==> src/rtl/ddr_sched_pkg.sv <==
package ddr_sched_pkg;

  typedef enum logic [2:0] {
    REQ_ACT = 3'd0,
    REQ_RD  = 3'd1,
    REQ_WR  = 3'd2,
    REQ_PRE = 3'd3,
    REQ_MRS = 3'd4
  } req_e;

  // {ras_n, cas_n, we_n} for each request code
  function automatic logic [2:0] strobe_code(input logic [2:0] code);
    case (code)
      REQ_ACT: strobe_code = 3'b011;
      REQ_RD:  strobe_code = 3'b101;
      REQ_WR:  strobe_code = 3'b100;
      REQ_PRE: strobe_code = 3'b010;
      REQ_MRS: strobe_code = 3'b000;
      default: strobe_code = 3'b111;
    endcase
  endfunction

  function automatic int cyc_ceil(input int t_ps, input int tck_ps);
    return (t_ps + tck_ps - 1) / tck_ps;
  endfunction

endpackage

==> src/rtl/ddr_mode_reg.sv <==
module ddr_mode_reg (
  input  logic       clk,
  input  logic       rst,
  input  logic       do_mrs,
  input  logic [6:0] mode_word,
  output logic [2:0] bl_half,
  output logic       cl_half
);

  always_ff @(posedge clk) begin
    if (rst) begin
      bl_half <= 3'd2;
      cl_half <= 1'b0;
    end else if (do_mrs) begin
      case (mode_word[2:0])
        3'd1:    bl_half <= 3'd1;
        3'd2:    bl_half <= 3'd2;
        3'd3:    bl_half <= 3'd4;
        default: bl_half <= bl_half;
      endcase
      case (mode_word[6:4])
        3'd2:    cl_half <= 1'b0;
        3'd6:    cl_half <= 1'b1;
        default: cl_half <= cl_half;
      endcase
    end
  end

  AST_BL_LEGAL: assert property (@(posedge clk) disable iff (rst) $countones(bl_half) == 1);

endmodule

==> src/rtl/ddr_bus_timer.sv <==
module ddr_bus_timer #(
  parameter int CNT_W = 5
) (
  input  logic       clk,
  input  logic       rst,
  input  logic       do_rd,
  input  logic       do_wr,
  input  logic       do_mrs,
  input  logic [2:0] bl_half,
  input  logic       cl_half,
  output logic       rd_ok,
  output logic       wr_ok,
  output logic       cmd_ok
);

  logic [CNT_W-1:0] rd_cnt, wr_cnt, mrs_cnt, bl_c, w2r, r2w;

  assign bl_c = CNT_W'(bl_half);
  assign w2r  = bl_c + CNT_W'(1);
  assign r2w  = bl_c + CNT_W'(1) + CNT_W'(cl_half);

  always_ff @(posedge clk) begin
    if (rst) begin
      rd_cnt  <= '0;
      wr_cnt  <= '0;
      mrs_cnt <= '0;
    end else begin
      rd_cnt  <= (rd_cnt  != '0) ? rd_cnt  - 1'b1 : rd_cnt;
      wr_cnt  <= (wr_cnt  != '0) ? wr_cnt  - 1'b1 : wr_cnt;
      mrs_cnt <= (mrs_cnt != '0) ? mrs_cnt - 1'b1 : mrs_cnt;
      if (do_wr) rd_cnt  <= (rd_cnt > w2r) ? rd_cnt : w2r;
      if (do_rd) wr_cnt  <= (wr_cnt > r2w) ? wr_cnt : r2w;
      if (do_mrs) mrs_cnt <= CNT_W'(1);
    end
  end

  assign rd_ok  = (rd_cnt == '0);
  assign wr_ok  = (wr_cnt == '0);
  assign cmd_ok = (mrs_cnt == '0);

  AST_RD_THEN_NO_WR:  assert property (@(posedge clk) disable iff (rst) do_rd |=> !do_wr);
  AST_WR_THEN_NO_RD:  assert property (@(posedge clk) disable iff (rst) do_wr |=> !do_rd);
  AST_MRS_QUIET:      assert property (@(posedge clk) disable iff (rst) do_mrs |=> !(do_rd || do_wr || do_mrs));

endmodule

==> src/rtl/ddr_bank_timer.sv <==
module ddr_bank_timer #(
  parameter int RCD_CYC = 4,
  parameter int RP_CYC  = 4,
  parameter int WR_CYC  = 3,
  parameter int CNT_W   = 5
) (
  input  logic       clk,
  input  logic       rst,
  input  logic       do_act,
  input  logic       do_rd,
  input  logic       do_wr,
  input  logic       do_pre,
  input  logic       auto_pre,
  input  logic [2:0] bl_half,
  output logic       is_open,
  output logic       act_ok,
  output logic       rw_ok,
  output logic       pre_ok
);

  localparam logic [CNT_W-1:0] RCD_L = CNT_W'(RCD_CYC - 1);
  localparam logic [CNT_W-1:0] RP_L  = CNT_W'(RP_CYC - 1);
  localparam logic [CNT_W-1:0] RP_F  = CNT_W'(RP_CYC);
  localparam logic [CNT_W-1:0] WR_F  = CNT_W'(WR_CYC);

  logic [CNT_W-1:0] act_cnt, rw_cnt, pre_cnt;
  logic [CNT_W-1:0] rd_pre, wr_pre, rd_hold, wr_hold;

  // last blocked cycle before the precharge may go, relative to now
  assign rd_pre  = CNT_W'(bl_half) - CNT_W'(1);
  assign wr_pre  = CNT_W'(bl_half) + WR_F;
  assign rd_hold = (pre_cnt > rd_pre) ? pre_cnt : rd_pre;
  assign wr_hold = (pre_cnt > wr_pre) ? pre_cnt : wr_pre;

  always_ff @(posedge clk) begin
    if (rst) begin
      is_open <= 1'b0;
      act_cnt <= '0;
      rw_cnt  <= '0;
      pre_cnt <= '0;
    end else begin
      act_cnt <= (act_cnt != '0) ? act_cnt - 1'b1 : act_cnt;
      rw_cnt  <= (rw_cnt  != '0) ? rw_cnt  - 1'b1 : rw_cnt;
      pre_cnt <= (pre_cnt != '0) ? pre_cnt - 1'b1 : pre_cnt;
      if (do_act) begin
        is_open <= 1'b1;
        rw_cnt  <= RCD_L;
      end
      if (do_rd) begin
        if (auto_pre) begin
          is_open <= 1'b0;
          act_cnt <= rd_hold + RP_F;
        end else begin
          pre_cnt <= rd_hold;
        end
      end
      if (do_wr) begin
        if (auto_pre) begin
          is_open <= 1'b0;
          act_cnt <= wr_hold + RP_F;
        end else begin
          pre_cnt <= wr_hold;
        end
      end
      if (do_pre) begin
        is_open <= 1'b0;
        act_cnt <= (act_cnt > RP_L) ? act_cnt : RP_L;
      end
    end
  end

  assign act_ok = (act_cnt == '0);
  assign rw_ok  = (rw_cnt  == '0);
  assign pre_ok = (pre_cnt == '0);

  AST_ACT_ONLY_CLOSED: assert property (@(posedge clk) disable iff (rst) do_act |-> !is_open);
  AST_RW_ONLY_OPEN:    assert property (@(posedge clk) disable iff (rst) (do_rd || do_wr) |-> is_open);
  AST_RCD_HELD:        assert property (@(posedge clk) disable iff (rst) ((RCD_CYC > 1) && do_act) |=> !(do_rd || do_wr));
  AST_RP_HELD:         assert property (@(posedge clk) disable iff (rst) ((RP_CYC > 1) && do_pre) |=> !do_act);

endmodule

==> src/rtl/ddr_cmd_sched.sv <==
module ddr_cmd_sched #(
  parameter int TCK_PS    = 5000,
  parameter int TRCD_PS   = 20000,
  parameter int TRP_PS    = 20000,
  parameter int TWR_PS    = 15000,
  parameter int NUM_BANKS = 4,
  parameter int ADDR_W    = 13
) (
  input  logic                         clk,
  input  logic                         rst,
  input  logic                         req_valid,
  output logic                         req_ready,
  input  logic [2:0]                   req_cmd,
  input  logic [$clog2(NUM_BANKS)-1:0] req_bank,
  input  logic [ADDR_W-1:0]            req_addr,
  output logic                         cs_n,
  output logic                         ras_n,
  output logic                         cas_n,
  output logic                         we_n,
  output logic [$clog2(NUM_BANKS)-1:0] ba,
  output logic [ADDR_W-1:0]            a,
  output logic                         cmd_err
);
  import ddr_sched_pkg::*;

  localparam int BA_W    = $clog2(NUM_BANKS);
  localparam int RCD_CYC = cyc_ceil(TRCD_PS, TCK_PS);
  localparam int RP_CYC  = cyc_ceil(TRP_PS, TCK_PS);
  localparam int WR_CYC  = cyc_ceil(TWR_PS, TCK_PS);
  localparam int CNT_W   = $clog2(RCD_CYC + RP_CYC + WR_CYC + 8);
  localparam logic [ADDR_W-1:0] COL_MASK = ADDR_W'(13'h0FFF);
  localparam logic [ADDR_W-1:0] AP_BIT   = ADDR_W'(13'h0400);

  logic [2:0]           bl_half;
  logic                 cl_half;
  logic                 rd_ok, wr_ok, cmd_ok;
  logic [NUM_BANKS-1:0] bank_open, act_ok, rw_ok, pre_ok, hit, act_b, pre_b;
  logic                 sel_open, err_c, time_c, accept, issue;
  logic                 do_act, do_rd, do_wr, do_pre, do_mrs;
  logic [ADDR_W-1:0]    addr_out;

  assign sel_open = bank_open[req_bank];

  always_comb begin
    err_c  = 1'b0;
    time_c = 1'b0;
    case (req_cmd)
      REQ_ACT: begin
        err_c  = sel_open;
        time_c = act_ok[req_bank] & cmd_ok;
      end
      REQ_RD: begin
        err_c  = !sel_open;
        time_c = rw_ok[req_bank] & rd_ok & cmd_ok;
      end
      REQ_WR: begin
        err_c  = !sel_open;
        time_c = rw_ok[req_bank] & wr_ok & cmd_ok;
      end
      REQ_PRE: begin
        time_c = cmd_ok & (req_addr[10] ? (&(pre_ok | ~bank_open))
                                        : (pre_ok[req_bank] | !sel_open));
      end
      REQ_MRS: begin
        err_c  = |bank_open;
        time_c = (&act_ok) & cmd_ok;
      end
      default: err_c = 1'b1;
    endcase
  end

  assign req_ready = err_c | time_c;
  assign accept    = req_valid & req_ready;
  assign issue     = accept & !err_c;
  assign do_act    = issue & (req_cmd == REQ_ACT);
  assign do_rd     = issue & (req_cmd == REQ_RD);
  assign do_wr     = issue & (req_cmd == REQ_WR);
  assign do_pre    = issue & (req_cmd == REQ_PRE);
  assign do_mrs    = issue & (req_cmd == REQ_MRS);

  always_comb begin
    case (req_cmd)
      REQ_RD, REQ_WR: addr_out = req_addr & COL_MASK;
      REQ_PRE:        addr_out = req_addr & AP_BIT;
      default:        addr_out = req_addr;
    endcase
  end

  ddr_mode_reg i_mode (
    .clk       (clk),
    .rst       (rst),
    .do_mrs    (do_mrs),
    .mode_word (req_addr[6:0]),
    .bl_half   (bl_half),
    .cl_half   (cl_half)
  );

  ddr_bus_timer #(.CNT_W(CNT_W)) i_bus (
    .clk     (clk),
    .rst     (rst),
    .do_rd   (do_rd),
    .do_wr   (do_wr),
    .do_mrs  (do_mrs),
    .bl_half (bl_half),
    .cl_half (cl_half),
    .rd_ok   (rd_ok),
    .wr_ok   (wr_ok),
    .cmd_ok  (cmd_ok)
  );

  for (genvar gi = 0; gi < NUM_BANKS; gi++) begin : g_bank
    assign hit[gi]   = (req_bank == BA_W'(gi));
    assign act_b[gi] = do_act & hit[gi];
    assign pre_b[gi] = do_pre & (req_addr[10] | hit[gi]);

    ddr_bank_timer #(
      .RCD_CYC (RCD_CYC),
      .RP_CYC  (RP_CYC),
      .WR_CYC  (WR_CYC),
      .CNT_W   (CNT_W)
    ) i_bank (
      .clk      (clk),
      .rst      (rst),
      .do_act   (act_b[gi]),
      .do_rd    (do_rd & hit[gi]),
      .do_wr    (do_wr & hit[gi]),
      .do_pre   (pre_b[gi]),
      .auto_pre (req_addr[10]),
      .bl_half  (bl_half),
      .is_open  (bank_open[gi]),
      .act_ok   (act_ok[gi]),
      .rw_ok    (rw_ok[gi]),
      .pre_ok   (pre_ok[gi])
    );
  end

  always_ff @(posedge clk) begin
    if (rst) begin
      cs_n    <= 1'b1;
      {ras_n, cas_n, we_n} <= 3'b111;
      ba      <= '0;
      a       <= '0;
      cmd_err <= 1'b0;
    end else begin
      cmd_err <= accept & err_c;
      if (issue) begin
        cs_n <= 1'b0;
        {ras_n, cas_n, we_n} <= strobe_code(req_cmd);
        ba   <= req_bank;
        a    <= addr_out;
      end else begin
        cs_n <= 1'b1;
        {ras_n, cas_n, we_n} <= 3'b111;
        ba   <= '0;
        a    <= '0;
      end
    end
  end

  AST_SELECT_HAS_CMD: assert property (@(posedge clk) disable iff (rst) !cs_n |-> !(ras_n && cas_n && we_n));
  AST_ERR_NO_CMD:     assert property (@(posedge clk) disable iff (rst) cmd_err |-> cs_n);
  AST_MRS_GAP:        assert property (@(posedge clk) disable iff (rst) (!cs_n && !ras_n && !cas_n && !we_n) |=> cs_n);
  AST_COL_TOP_LOW:    assert property (@(posedge clk) disable iff (rst) (!cs_n && ras_n && !cas_n) |-> !a[ADDR_W-1]);

endmodule

==> config.mk <==
export PLATFORM = sky130hd
export DESIGN_NAME = ddr_cmd_sched
export DESIGN_NICKNAME = d
export VERILOG_FILES = /design/src/rtl/ddr_sched_pkg.sv /design/src/rtl/ddr_mode_reg.sv /design/src/rtl/ddr_bus_timer.sv /design/src/rtl/ddr_bank_timer.sv /design/src/rtl/ddr_cmd_sched.sv
export SDC_FILE = /design/constraint.sdc
export NUM_CORES = 1
export LEC_CHECK = 0
export BUFFER_PORTS_ARGS = -buffer_cell sky130_fd_sc_hd__buf_4
export CAP_MARGIN = 0
export CORE_MARGIN = 2
export CORE_UTILIZATION = 45
export CTS_BUF_LIST = sky130_fd_sc_hd__clkbuf_8
export CTS_CLUSTER_DIAMETER = 80
export DETAILED_ROUTE_END_ITERATION = 8
export PLACE_DENSITY = 0.67
export SLEW_MARGIN = 15
export SYNTH_ARGS = -nofsm -noshare
export SYNTH_HDL_FRONTEND = slang
export SYNTH_SLANG_ARGS = --single-unit
==> constraint.sdc <==
create_clock -name clk -period 3.74 [get_ports clk]
set_input_delay 0.187 -clock clk [delete_from_list [all_inputs] [get_ports clk]]
set_output_delay 0.187 -clock clk [all_outputs]
set_load 0.01 [all_outputs]
==> reports/qor.yml <==
fp.dieArea_mm2: 0.0195
nets: 1228
synth_seq_cells: 103
cts_root_buffer: "clkbuf_8"
seq_area_frac_synth_pct: 25.0
clk_pin_slew_ns: 0.12
synthToLayoutAreaGrowth_pct: 15.9
stdcell_area_mm2: 0.00958
final_common_cell: "buf_4"
syn_area_mm2: 0.00826
drt_pass1_iterations: 5
cellPowerDensity_mw_per_mm2: 788
numPortBuffers: 41
cts_buffers: 9
gp_congestion: 0.944
grt_pass1_wl_mm: 40.7
fin_ws_ns: 0.130
wl_per_cell_um: 18.2
p_leak_uw: 0.00398
fin_cells: 1362
worstPathRequired_ns: 4.05
cts_num_sinks: 103
ant_nets: 0
via_count: 8122
place_ws_ns: 0.118
mostFrequentLayoutCells: "buf_4, nand2_1, dfxtp_1"
grt_max_degree: 72
cap_violations: 0
worst_ep_arrival_time_ns: 3.92
grt_pass1_vias: 7901
htree_levels: 3
tightest_slew_ns: 0.872
yosysWarnings: 0
cts_buffer_depth: 2
wl_met2_mm: 11.6
fp.dieW_um: 140
clk_latency_ns: 0.41
fin_hold_ws_ns: 0.0255
path_max_fanout: 9
setup_violations: 0
antenna_cells: 0
drive_gt1_share_pct: 16.2
row_count: 49
place_hpwl_mm: 18.7
yosysTopAreaCell: "dfxtp_1"
fin_worst_skew_ns: 0.0154
ir_drop_mv: 0.408
synth_nets: 1140
cts_tree: "done"
synth_edf_count: 0
hold_path_class: "primary input to flop"
io_pins: 42
synth_flop_cell: "dfxtp_1"
routed_via_density: 5.96
synth_area_leaders: "dfxtp_1, ha_1, mux2i_1"
yosys.area.top_type_share_pct: 25.0
synth.distinct_cells: 75
initial_core_util_pct: 46.0
post-route-drc-count: 0
syn_inst: 1040
power_uw: 7540
finalCritPeriodShare_pct: 96.5
fp.dieH_um: 140
finalHoldViolCount: 0
finalCriticalPeriod_ns: 3.61
crit_type: "flop to flop"
maxSlewHeadroom_pct: 41.9
met1Wirelength_mm: 10.7
top_layer_used: "met4"
status: "complete, no violations"
wl_met3_mm: 1.73
coreArea_mm2: 0.0180
async_flop_share_pct: 0
grt_overflow: 0
report.final.slew_viol_count: 0
grtUsageTotal_pct: 25.6
placed_area_mm2: 0.00920
syn_avg_cell_area_um2: 7.95
finalWirelength_mm: 24.8
dp_cells: 1333
cp-end-kind: "flop"
fmax_mhz: 277
start_kind: "flop"
antenna_found_initial: 0
drt-initial-drc-count: 683
==> power breakdown <==
| group | internal [uW] | switching, uW | leakage (uW) | total (uW) |
|---|---|---|---|---|
| Combinational | 2320 | 2690 | 0.00304 | 5020 |
| Clock | 261 | 467 | 0.0000955 | 728 |
| Sequential | 1460 | 343 | 0.000847 | 1800 |
==> logic make-up (layout without fill, tap and decap cells) <==
kind of cell	after synthesis	count (layout)	synth area share, %
compound gates	233	233	18.7
xor+xnor	48	48	5.09
fa+ha+maj	79	79	12.0
buf+inv	103	196	5.15
flops	103	103	25.0
mux	67	67	8.52
simple gates	407	407	25.6
==> cells in the mapped netlist (8+ instances only) <==
master	instances
mux2_2	14
clkbuf_1	37
and3_1	12
xor2_1	14
nand4_1	9
nor4b_1	12
o21ai_1	10
nor4_1	20
xnor2_1	34
nor2_1	93
nand3b_1	9
dfxtp_1	103
nand3_1	12
inv_1	53
nand2b_1	10
nor3_1	53
a21oi_1	64
nand2_1	102
nor2b_1	11
o211ai_1	8
o21ai_0	47
a31oi_1	8
o21a_1	15
or3_1	11
ha_1	79
and2_1	24
a211oi_1	15
mux2i_1	49
==> path summary, 6_finish.rpt <==
kind                                         from                           to  slack, ns  cells past startpoint
worst max-delay path            i_mode.bl_half[1]  g_bank[0].i_bank.act_cnt[3]       0.13                     13
worst min-delay path                  req_addr[0]                         a[0]       0.03                      2
worst max register to register  i_mode.bl_half[1]  g_bank[0].i_bank.act_cnt[3]       0.13                     13
worst min register to register    i_bus.rd_cnt[0]              i_bus.rd_cnt[0]       0.52                      2
==> flip-flops by register name (all words and copies together) (netlist names) <==
name                   cells
a                         13
ba                         2
cas_n                      1
cmd_err                    1
cs_n                       1
g_bank.i_bank.act_cnt     20
g_bank.i_bank.is_open      4
g_bank.i_bank.pre_cnt     20
g_bank.i_bank.rw_cnt      20
i_bus.mrs_cnt              5
i_bus.rd_cnt               5
i_bus.wr_cnt               5
i_mode.bl_half             3
i_mode.cl_half             1
ras_n                      1
we_n                       1
==> metrics by stage <==
stage	utilization, %	setup TNS [ns]
detailed placement	51.2	0
CTS	52.9	0
global placement	51.2	0
global route	53.3	-0.0171
floorplan	-	0
finish	53.3	0
==> area by class of cell <==
class	count	area (um^2)
Fill cell	1687	8390
Tap cell	229	287
Sequential cell	103	2060
Multi-Input combinational cell	834	5860
Clock inverter	7	70.1
Inverter	55	206
Timing Repair Buffer	125	963
Clock buffer	9	124
==> per-layer routing <==
metal	GRT usage, %	up-vias
li1	-	3954
met1	33.7	3791
met2	42.1	316
met3	4.40	61
met4	9.36	0
met5	0.501	-
==> timing repair <==
item | 4_1_cts | 5_1_grt
endpoints found under the setup margin | 0 | 31
buffers inserted | 0 | 3
endpoints found under the hold margin | 10 | 0
hold buffers | 10 | 0
gates resized for setup | 0 | 13
==> worst max-delay path, stage by stage, from the launching register on <==
cell and delay [ns]:
dfxtp_2 0.40, inv_1 0.06, ha_2 0.46, ha_1 0.30
nor2b_1 0.16, o21a_1 0.16, o21ai_0 0.17, nand2b_1 0.13
a21oi_4 0.24, mux2_2 0.38, ha_1 0.28, and2_1 0.15
a2111o_1 0.38, a32o_1 0.25
(Power assumes the default switching activity.)
